<file path="src/rtl/sm3_step_pkg.sv">
// Package: shared lane geometry, opcode encoding and rotate helper for the
// SM3 step unit. Assumes 32-bit lanes, four per vector.
package sm3_step_pkg;

    localparam int LANE_W = 32;
    localparam int LANES  = 4;
    localparam int VEC_W  = LANE_W * LANES;
    localparam int SEL_W  = $clog2(LANES);

    typedef enum logic [2:0] {
        OP_SS1  = 3'd0,
        OP_TT1X = 3'd1,
        OP_TT1M = 3'd2,
        OP_TT2X = 3'd3,
        OP_TT2C = 3'd4
    } step_op_e;

    typedef enum logic [1:0] {
        BF_XOR = 2'd0,
        BF_MAJ = 2'd1,
        BF_CH  = 2'd2
    } bool_sel_e;

    function automatic logic [LANE_W-1:0] rotl(input logic [LANE_W-1:0] x, input int n);
        logic [2*LANE_W-1:0] dbl;
        dbl  = {x, x} << n;
        rotl = dbl[2*LANE_W-1:LANE_W];
    endfunction

endpackage

</file>
<file path="src/rtl/sm3_bool_fn.sv">
// Module: sm3_bool_fn
// Applies one of three bitwise boolean functions to three lane words.
// Assumes the selector is held valid for the cycle; unused codes give zero.
module sm3_bool_fn
    import sm3_step_pkg::*;
(
    input  bool_sel_e           sel,
    input  logic [LANE_W-1:0]   x,
    input  logic [LANE_W-1:0]   y,
    input  logic [LANE_W-1:0]   z,
    output logic [LANE_W-1:0]   f
);

    // Pick the boolean function per selector.
    always_comb begin
        unique case (sel)
            BF_XOR:  f = x ^ y ^ z;
            BF_MAJ:  f = (x & y) | (x & z) | (y & z);
            BF_CH:   f = (x & y) | (~x & z);
            default: f = '0;
        endcase
    end

endmodule

</file>
<file path="src/rtl/sm3_p0.sv">
// Module: sm3_p0
// SM3 P0 permutation: x xor rotl(x,9) xor rotl(x,17). Pure combinational.
module sm3_p0
    import sm3_step_pkg::*;
(
    input  logic [LANE_W-1:0] x,
    output logic [LANE_W-1:0] y
);

    // Fold the two rotated copies into the word.
    always_comb y = x ^ rotl(x, 9) ^ rotl(x, 17);

endmodule

</file>
<file path="src/rtl/sm3_step_core.sv">
// Module: sm3_step_core
// Combinational lane equations for all five step operations. Assumes
// lane i of each vector sits at bits [32*i+31:32*i]; undefined opcodes
// produce an all-zero vector.
module sm3_step_core
    import sm3_step_pkg::*;
(
    input  logic [2:0]        opcode,
    input  logic [SEL_W-1:0]  lane_sel,
    input  logic [VEC_W-1:0]  op_a,
    input  logic [VEC_W-1:0]  op_b,
    input  logic [VEC_W-1:0]  op_c,
    output logic [VEC_W-1:0]  result
);

    logic [LANE_W-1:0] a_l [LANES];
    logic [LANE_W-1:0] b_l [LANES];
    logic [LANE_W-1:0] c_l [LANES];
    logic [LANE_W-1:0] r_l [LANES];

    // Unpack and repack the lanes.
    for (genvar g = 0; g < LANES; g++) begin : g_lane
        assign a_l[g] = op_a[g*LANE_W +: LANE_W];
        assign b_l[g] = op_b[g*LANE_W +: LANE_W];
        assign c_l[g] = op_c[g*LANE_W +: LANE_W];
        assign result[g*LANE_W +: LANE_W] = r_l[g];
    end

    step_op_e  op;
    bool_sel_e bsel;
    logic      is_tt1, is_tt2;
    logic [LANE_W-1:0] word, bterm, ss2, rot12, addend, tt_sum, ss1_sum, p0_out;

    assign op = step_op_e'(opcode);

    // Decode the opcode into function class and boolean selector.
    always_comb begin
        is_tt1 = 1'b0;
        is_tt2 = 1'b0;
        bsel   = BF_XOR;
        unique case (op)
            OP_TT1X: begin is_tt1 = 1'b1; bsel = BF_XOR; end
            OP_TT1M: begin is_tt1 = 1'b1; bsel = BF_MAJ; end
            OP_TT2X: begin is_tt2 = 1'b1; bsel = BF_XOR; end
            OP_TT2C: begin is_tt2 = 1'b1; bsel = BF_CH;  end
            default: ;
        endcase
    end

    sm3_bool_fn u_bool (
        .sel (bsel),
        .x   (a_l[3]),
        .y   (a_l[2]),
        .z   (a_l[1]),
        .f   (bterm)
    );

    // Message word, SS2 term and shared sum.
    always_comb begin
        word    = c_l[lane_sel];
        rot12   = rotl(a_l[3], 12);
        ss2     = b_l[3] ^ rot12;
        addend  = is_tt1 ? ss2 : b_l[3];
        tt_sum  = bterm + a_l[0] + addend + word;
        ss1_sum = rot12 + b_l[3] + c_l[3];
    end

    sm3_p0 u_p0 (
        .x (tt_sum),
        .y (p0_out)
    );

    // Assemble the output lanes per class.
    always_comb begin
        for (int i = 0; i < LANES; i++) r_l[i] = '0;
        if (op == OP_SS1) begin
            r_l[3] = rotl(ss1_sum, 7);
        end else if (is_tt1) begin
            r_l[0] = a_l[1];
            r_l[1] = rotl(a_l[2], 9);
            r_l[2] = a_l[3];
            r_l[3] = tt_sum;
        end else if (is_tt2) begin
            r_l[0] = a_l[1];
            r_l[1] = rotl(a_l[2], 19);
            r_l[2] = a_l[3];
            r_l[3] = p0_out;
        end
    end

endmodule

</file>
<file path="src/rtl/sm3_step_unit.sv">
// Module: sm3_step_unit (top)
// One SM3 compression step per request, registered one clock after
// in_valid. Synchronous active-low reset clears the result and its flag.
module sm3_step_unit
    import sm3_step_pkg::*;
(
    input  logic              clk,
    input  logic              rst_n,
    input  logic              in_valid,
    input  logic [2:0]        opcode,
    input  logic [1:0]        lane_sel,
    input  logic [127:0]      op_a,
    input  logic [127:0]      op_b,
    input  logic [127:0]      op_c,
    output logic [127:0]      res_data,
    output logic              res_valid
);

    logic [VEC_W-1:0] comb_res;

    sm3_step_core u_core (
        .opcode   (opcode),
        .lane_sel (lane_sel),
        .op_a     (op_a),
        .op_b     (op_b),
        .op_c     (op_c),
        .result   (comb_res)
    );

    // Capture the result on a request; hold it otherwise.
    always_ff @(posedge clk) begin
        if (!rst_n) begin
            res_data  <= '0;
            res_valid <= 1'b0;
        end else begin
            res_valid <= in_valid;
            if (in_valid) res_data <= comb_res;
        end
    end

endmodule

</file>
<file path="config.mk">
export PLATFORM = sky130hd
export DESIGN_NAME = sm3_step_unit
export DESIGN_NICKNAME = d
export VERILOG_FILES = /design/src/rtl/sm3_step_pkg.sv /design/src/rtl/sm3_bool_fn.sv /design/src/rtl/sm3_p0.sv /design/src/rtl/sm3_step_core.sv /design/src/rtl/sm3_step_unit.sv
export SDC_FILE = /design/constraint.sdc
export NUM_CORES = 1
export LEC_CHECK = 0
export BUFFER_PORTS_ARGS = -buffer_cell sky130_fd_sc_hd__buf_2
export CORE_MARGIN = 4
export CORE_UTILIZATION = 35
export DETAILED_ROUTE_END_ITERATION = 10
export GPL_TIMING_DRIVEN = 0
export PLACE_DENSITY = 0.7
export SLEW_MARGIN = 20
export SYNTH_ARGS = -nofsm -noshare
export SYNTH_HDL_FRONTEND = slang
export SYNTH_SLANG_ARGS = --single-unit
export TNS_END_PERCENT = 100
</file>
<file path="constraint.sdc">
create_clock -name clk -period 10.7 [get_ports clk]
set_input_delay 0.535 -clock clk [delete_from_list [all_inputs] [get_ports clk]]
set_output_delay 0.535 -clock clk [all_outputs]
set_load 0.05 [all_outputs]
</file>
-- After elaboration in Yosys (flattened, before gate mapping)
Cells that the tools add are included.
- add/sub/neg operators: 5
- $lt $le $gt $ge: 1
- eq/ne operators: 6
- muxes and demuxes: 12
- bitwise operators: 14
- reduce and logical (&&, ||, !) cells: 4
- operators with widths (cell ; count):
    $mux W128 ; 2
    $add A32 B32 Y32 ; 5
    $xor A32 B32 Y32 ; 5
    $and A32 B32 Y32 ; 4
    $mux W32 ; 4
    $mux W96 ; 1
    $or A32 B32 Y32 ; 3
    $pmux W32 S3 ; 1
    $bmux W32 S2 ; 1
    $not A32 Y32 ; 1
    $eq A3 B2 Y1 const B ; 2
    $pmux W2 S2 ; 1
    $reduce_or A2 Y1 ; 2
    $eq A3 B1 Y1 const B ; 1
    $eq A3 B3 Y1 const B ; 1
    $ge A3 B3 Y1 const B ; 1
    $logic_not A3 Y1 ; 1
    $not A2 Y3 ; 1
    $eq A2 B1 Y1 const B ; 1
    $eq A2 B2 Y1 const B ; 1
    $logic_not A2 Y1 ; 1
    $mux W1 ; 2
- register bits after elaboration: 129
- output and inout port bits: 129

-- Depth between registers and ports, before layout
- word-level depth: 12
- mapped depth: 24
- depth with buffers taken out: 21

-- Cells and area by module
From an unflattened synthesis, not the netlist that was laid out.
- cells, all modules: 1883
- area total of the unflattened synthesis: 17287.8 um^2
- by module, submodules not included (module ; instances ; cells each ; area each (um^2) ; sequential area each (um^2)):
    sm3_step_core ; 1 ; 1296 ; 9929.5 ; 0.0
    sm3_step_unit ; 1 ; 415 ; 4986.0 ; 2582.5
    sm3_bool_fn ; 1 ; 140 ; 1596.5 ; 0.0
    sm3_p0 ; 1 ; 32 ; 775.7 ; 0.0

-- Least setup slack after synthesis
Ideal clock, no wire load.
- path kind: in2reg
- start point: in opcode[1]
- end point: reg res_data[100]
- library setup time: 132 ps
- arrival: 5644 ps
- required time: 10568 ps
- setup slack: 4925 ps
- stages on the path: 24
- cell sequence: buf_2 xnor2_1 nor2_1 clkbuf_1 buf_1 nand2_1 nand2_1 fa_1 inv_1 fa_1 inv_1 ha_1 inv_1 fa_1 and2b_1 o2111ai_1 a211oi_1 nor3_1 o31a_2 o21ai_1 xnor2_2 xnor3_1 a221oi_1 a31oi_1
- longest elaborated chain between the ends: 12
- ends and longest elaborated chain (what ; RTL line ; RTL):
    from (decl) ; sm3_step_unit.sv:10 ; input logic [2:0] opcode,
    $eq A3 B3 Y1 or $eq A3 B2 Y1 (tied branches) ; sm3_step_core.sv:41 ; unique case (op)
    $pmux W2 S2 ; sm3_step_core.sv:41 ;
    $eq A2 B2 Y1, or another cell as far along ; sm3_bool_fn.sv:16 ; unique case (sel)
    $pmux W32 S3 ; sm3_bool_fn.sv:16 ;
    $add A32 B32 Y32 (3 in a row) ; sm3_step_core.sv:64 ; tt_sum = bterm + a_l[0] + addend + word;
    $xor A32 B32 Y32 (2 in a row) ; sm3_p0.sv:11 ; always_comb y = x ^ rotl(x, 9) ^ rotl(x, 17);
    $mux W128 ; sm3_step_core.sv:83 ; end else if (is_tt2) begin
    $mux W128 ; sm3_step_core.sv:78 ; end else if (is_tt1) begin
    $mux W32 (*) ; sm3_step_core.sv:76 ; if (op == OP_SS1) begin
    to (signal assigned) ; sm3_step_unit.sv:37 ; if (in_valid) res_data <= comb_res;
    to (decl) ; sm3_step_unit.sv:15 ; output logic [127:0] res_data,
Every way passes the cells marked *; elsewhere a longest branch is shown, timed or not.
A chain may end at the register's enable or synchronous reset.

-- Worst setup path after layout
Same ends and word-level chain as after synthesis.

==> metrics.md <==
| Metric | Value |
|---|---|
| Status | completed |
| Port Buffer Count | 422 |
| DRT Pass-1 Iters | 6 |
| Die height | 212.2 um |
| Hold slack | 0.3865 ns |
| RSZ-0062 raised after global routing | false |
| Gates resized, CTS repair | 0 |
| Top post-synthesis cells by area | dfxtp_1, fa_1, ha_1 |
| Total congestion overflow | 0 |
| Slew Viols, Final | 0 |
| Final-report hold violation count | 0 |
| Die X | 212.2 um |
| Starting DRT DRC Count | 1,270 |
| Total wire length | 71.52 mm |
| Routability cong. | 0.9873 |
| CTS Sinks | 129 |
| Number of global-route vias before repair | 15.29k |
| Sequential element share of the synthesized area | 17.69% |
| Via count | 15.27k |
| Initial core utilization | 35.59% |
| Maximum buffer depth of the clock tree | 2 |
| Clk root buf | clkbuf_16 |
| Total power | 0.005206 W |
| Global-route wire length before repair | 102.0 mm |
| Slew HR | 24.91% |
| Initial antenna violation count | 8 |
| Worst setup SP type | input port |
| Setup Buffers After CTS | 0 |
| Critical path's slowest cell | buf_1 |
| Num CTS Buffers | 17 |
| Pin count of the biggest net entering global routing | 17 |
| FILL cells | 4,105 |
| Post-placement cell count | 2,608 |
| Period Utilization, post-route | 72.28% |
| Wire per inst | 27.04 um |
| Worst-Margin Slew | 1.126 ns |
| MaxCap Viol Count | 0 |
| FF+latch count, synth | 129 |
| Min Tclk post-route | 7.734 ns |
| Post-route ant nets | 0 |
| Most common cell after layout, fill and taps aside | buf_2 |
| Hold WC Path Type | in -> reg |
| Final setup viols | 0 |
| Worst vdd ir | 0.1655 mV |
| Crit path max fanout | 10 |
| Post-synthesis cell area | 14,600 um^2 |
| CP max stage delay | 0.74 ns |
| Post-synth top area cell | dfxtp_1 |
| Crit path max-delay family | buffers and inverters |
| Drt drc | 0 |
| Worst path buffer plus inverter count | 7 |
| Static Leak | 8.639 nW |
| Yosys cell types | 87 |
| Placement Cell Area | 17,380 um^2 |
| CTS tree | yes |
| Core footprint | 41,020 um^2 |
| Most frequent cells in the layout | buf_2, nor2_1, inv_1 |
| Post-synth EDFFs | 0 |
| Pwr dens | 288.8 nW/um^2 |
| Crit path DAT | 8.03 ns |
| Post-Syn Area per Cell | 8.825 um^2 |
| GRT Total Usage | 30.94% |
| Layout Cells excl Fill | 2,645 |
| Synth Warn # | 0 |
| Cell Rows | 74 |
| Top FF cell, synth | dfxtp_1 |
| Async S/R FF share, synth | 0% |
| Max Clk Rate | 0.1293 GHz |
| CP Class | in -> reg |
| Clk_skew | 0 ns |
| Io pins | 521 |
| Yosys top cell area share | 17.69% |
| Post-Synthesis Cells | 1,654 |
| Layout cells sized above 1 | 24.86% |
| Hold-fix buffers at CTS | 0 |
| Layout area overhead | 23.47% |
| Setup crit end kind | flip-flop |
| Clock-pin slew on the worst setup and hold paths | 0.07 ns |
| Crit path required time | 11.00 ns |
| Clock latency at the later pin of the worst-skew pair | 0.45 ns |
| Final instance area | 18,020 um^2 |
| Vias/cell | 5.772 |
| DP HPWL | 60.82 mm |
| Die ar. | 45,040 um^2 |
| Nets | 2,705 |
| Setup TNS | 0 ns |
| Syn Nets | 2,264 |
| H-tree depth | 4 |
==> cell families (layout without fill, tap and decap cells) <==
family / after synthesis / in the layout / synth area share (%)
flops: 129 / 129 / 17.69
simple gates: 455 / 455 / 13.98
buf+inv: 259 / 713 / 6.763
other cells: 0 / 5 / 0
fa+ha+maj: 218 / 218 / 25.17
mux: 68 / 68 / 7.406
xor+xnor: 104 / 104 / 7.620
compound gates: 421 / 421 / 21.37
==> worst register-to-register path, stage by stage, from the launching register on <==
cell      delay (ns)
dfxtp_1         0.41
o221ai_1        0.16
a21oi_1         0.16
==> through the flow <==
step	worst slack, ns	util (%)
5_1_grt	2.744	43.92
3_5_place_dp	2.633	42.37
6_report	2.966	43.94
3_3_place_gp	2.250	42.36
4_1_cts	3.095	43.91
2_1_floorplan	4.925	-
==> Yosys cell counts (5+ instances only) <==
| master | instances |
|---|---|
| a211oi_1 | 7 |
| a21o_1 | 35 |
| a21oi_1 | 66 |
| a221o_1 | 31 |
| a221oi_1 | 42 |
| a22oi_1 | 69 |
| a31oi_1 | 20 |
| and2_1 | 5 |
| and3_1 | 14 |
| buf_1 | 9 |
| clkbuf_1 | 79 |
| dfxtp_1 | 129 |
| fa_1 | 126 |
| ha_1 | 92 |
| inv_1 | 162 |
| mux2i_1 | 36 |
| mux4_2 | 32 |
| nand2_1 | 142 |
| nand2b_1 | 9 |
| nand3_1 | 13 |
| nand4_1 | 6 |
| nor2_1 | 173 |
| nor2b_1 | 9 |
| nor3_1 | 47 |
| o211ai_1 | 9 |
| o21a_1 | 9 |
| o21ai_0 | 58 |
| o21bai_1 | 5 |
| o221ai_1 | 8 |
| o31ai_1 | 8 |
| or2_2 | 6 |
| or3_1 | 9 |
| xnor2_1 | 58 |
| xnor3_1 | 13 |
| xor2_1 | 31 |
==> routing by layer <==
layer,vias up,share of wire (%),track usage [%]
li1,6759,-,-
met1,7600,40,39.04
met2,756,47,51.34
met3,143,8.6,7.245
met4,8,4.5,12.39
met5,-,0.077,0
==> layout make-up <==
class,instances,area [um^2],share of cell area (%)
multi-input cells,1266,11030,61.20
flip-flops and latches,129,2582,14.33
repair buffers,422,2112,11.72
well taps,532,665.6,3.693
inverters,164,615.6,3.416
clock buffers,18,439.2,2.437
plain buffers,95,374.1,2.076
clock inverters,14,191.4,1.062
diodes,5,12.51,0.06943
==> power by group <==
part	internal (W)	total (W)	leakage, nW	switching (W)
combinational	0.00158	0.00399	7.27	0.00241
clock	0.000381	0.000641	0.304	0.000260
sequential	0.000540	0.000575	1.06	0.0000346
total	0.00250	0.00521	8.64	0.00270
==> worst paths after layout <==
path	startpoint	endpoint	slack (ns)	cells past startpoint
setup / recovery	opcode[1]	res_data[100]$_SDFFE_PN0P_	2.97	25
hold / removal	op_a[34]	res_data[2]$_SDFFE_PN0P_	0.39	3
setup reg to reg	res_data[103]$_SDFFE_PN0P_	res_data[103]$_SDFFE_PN0P_	9.91	2
hold reg to reg	res_data[110]$_SDFFE_PN0P_	res_data[110]$_SDFFE_PN0P_	0.47	1
==> flip-flops by register name, summed over array words and instances (netlist names) <==
signal and flops:
res_valid 1, res_data 128
(Power assumes the default switching activity.)
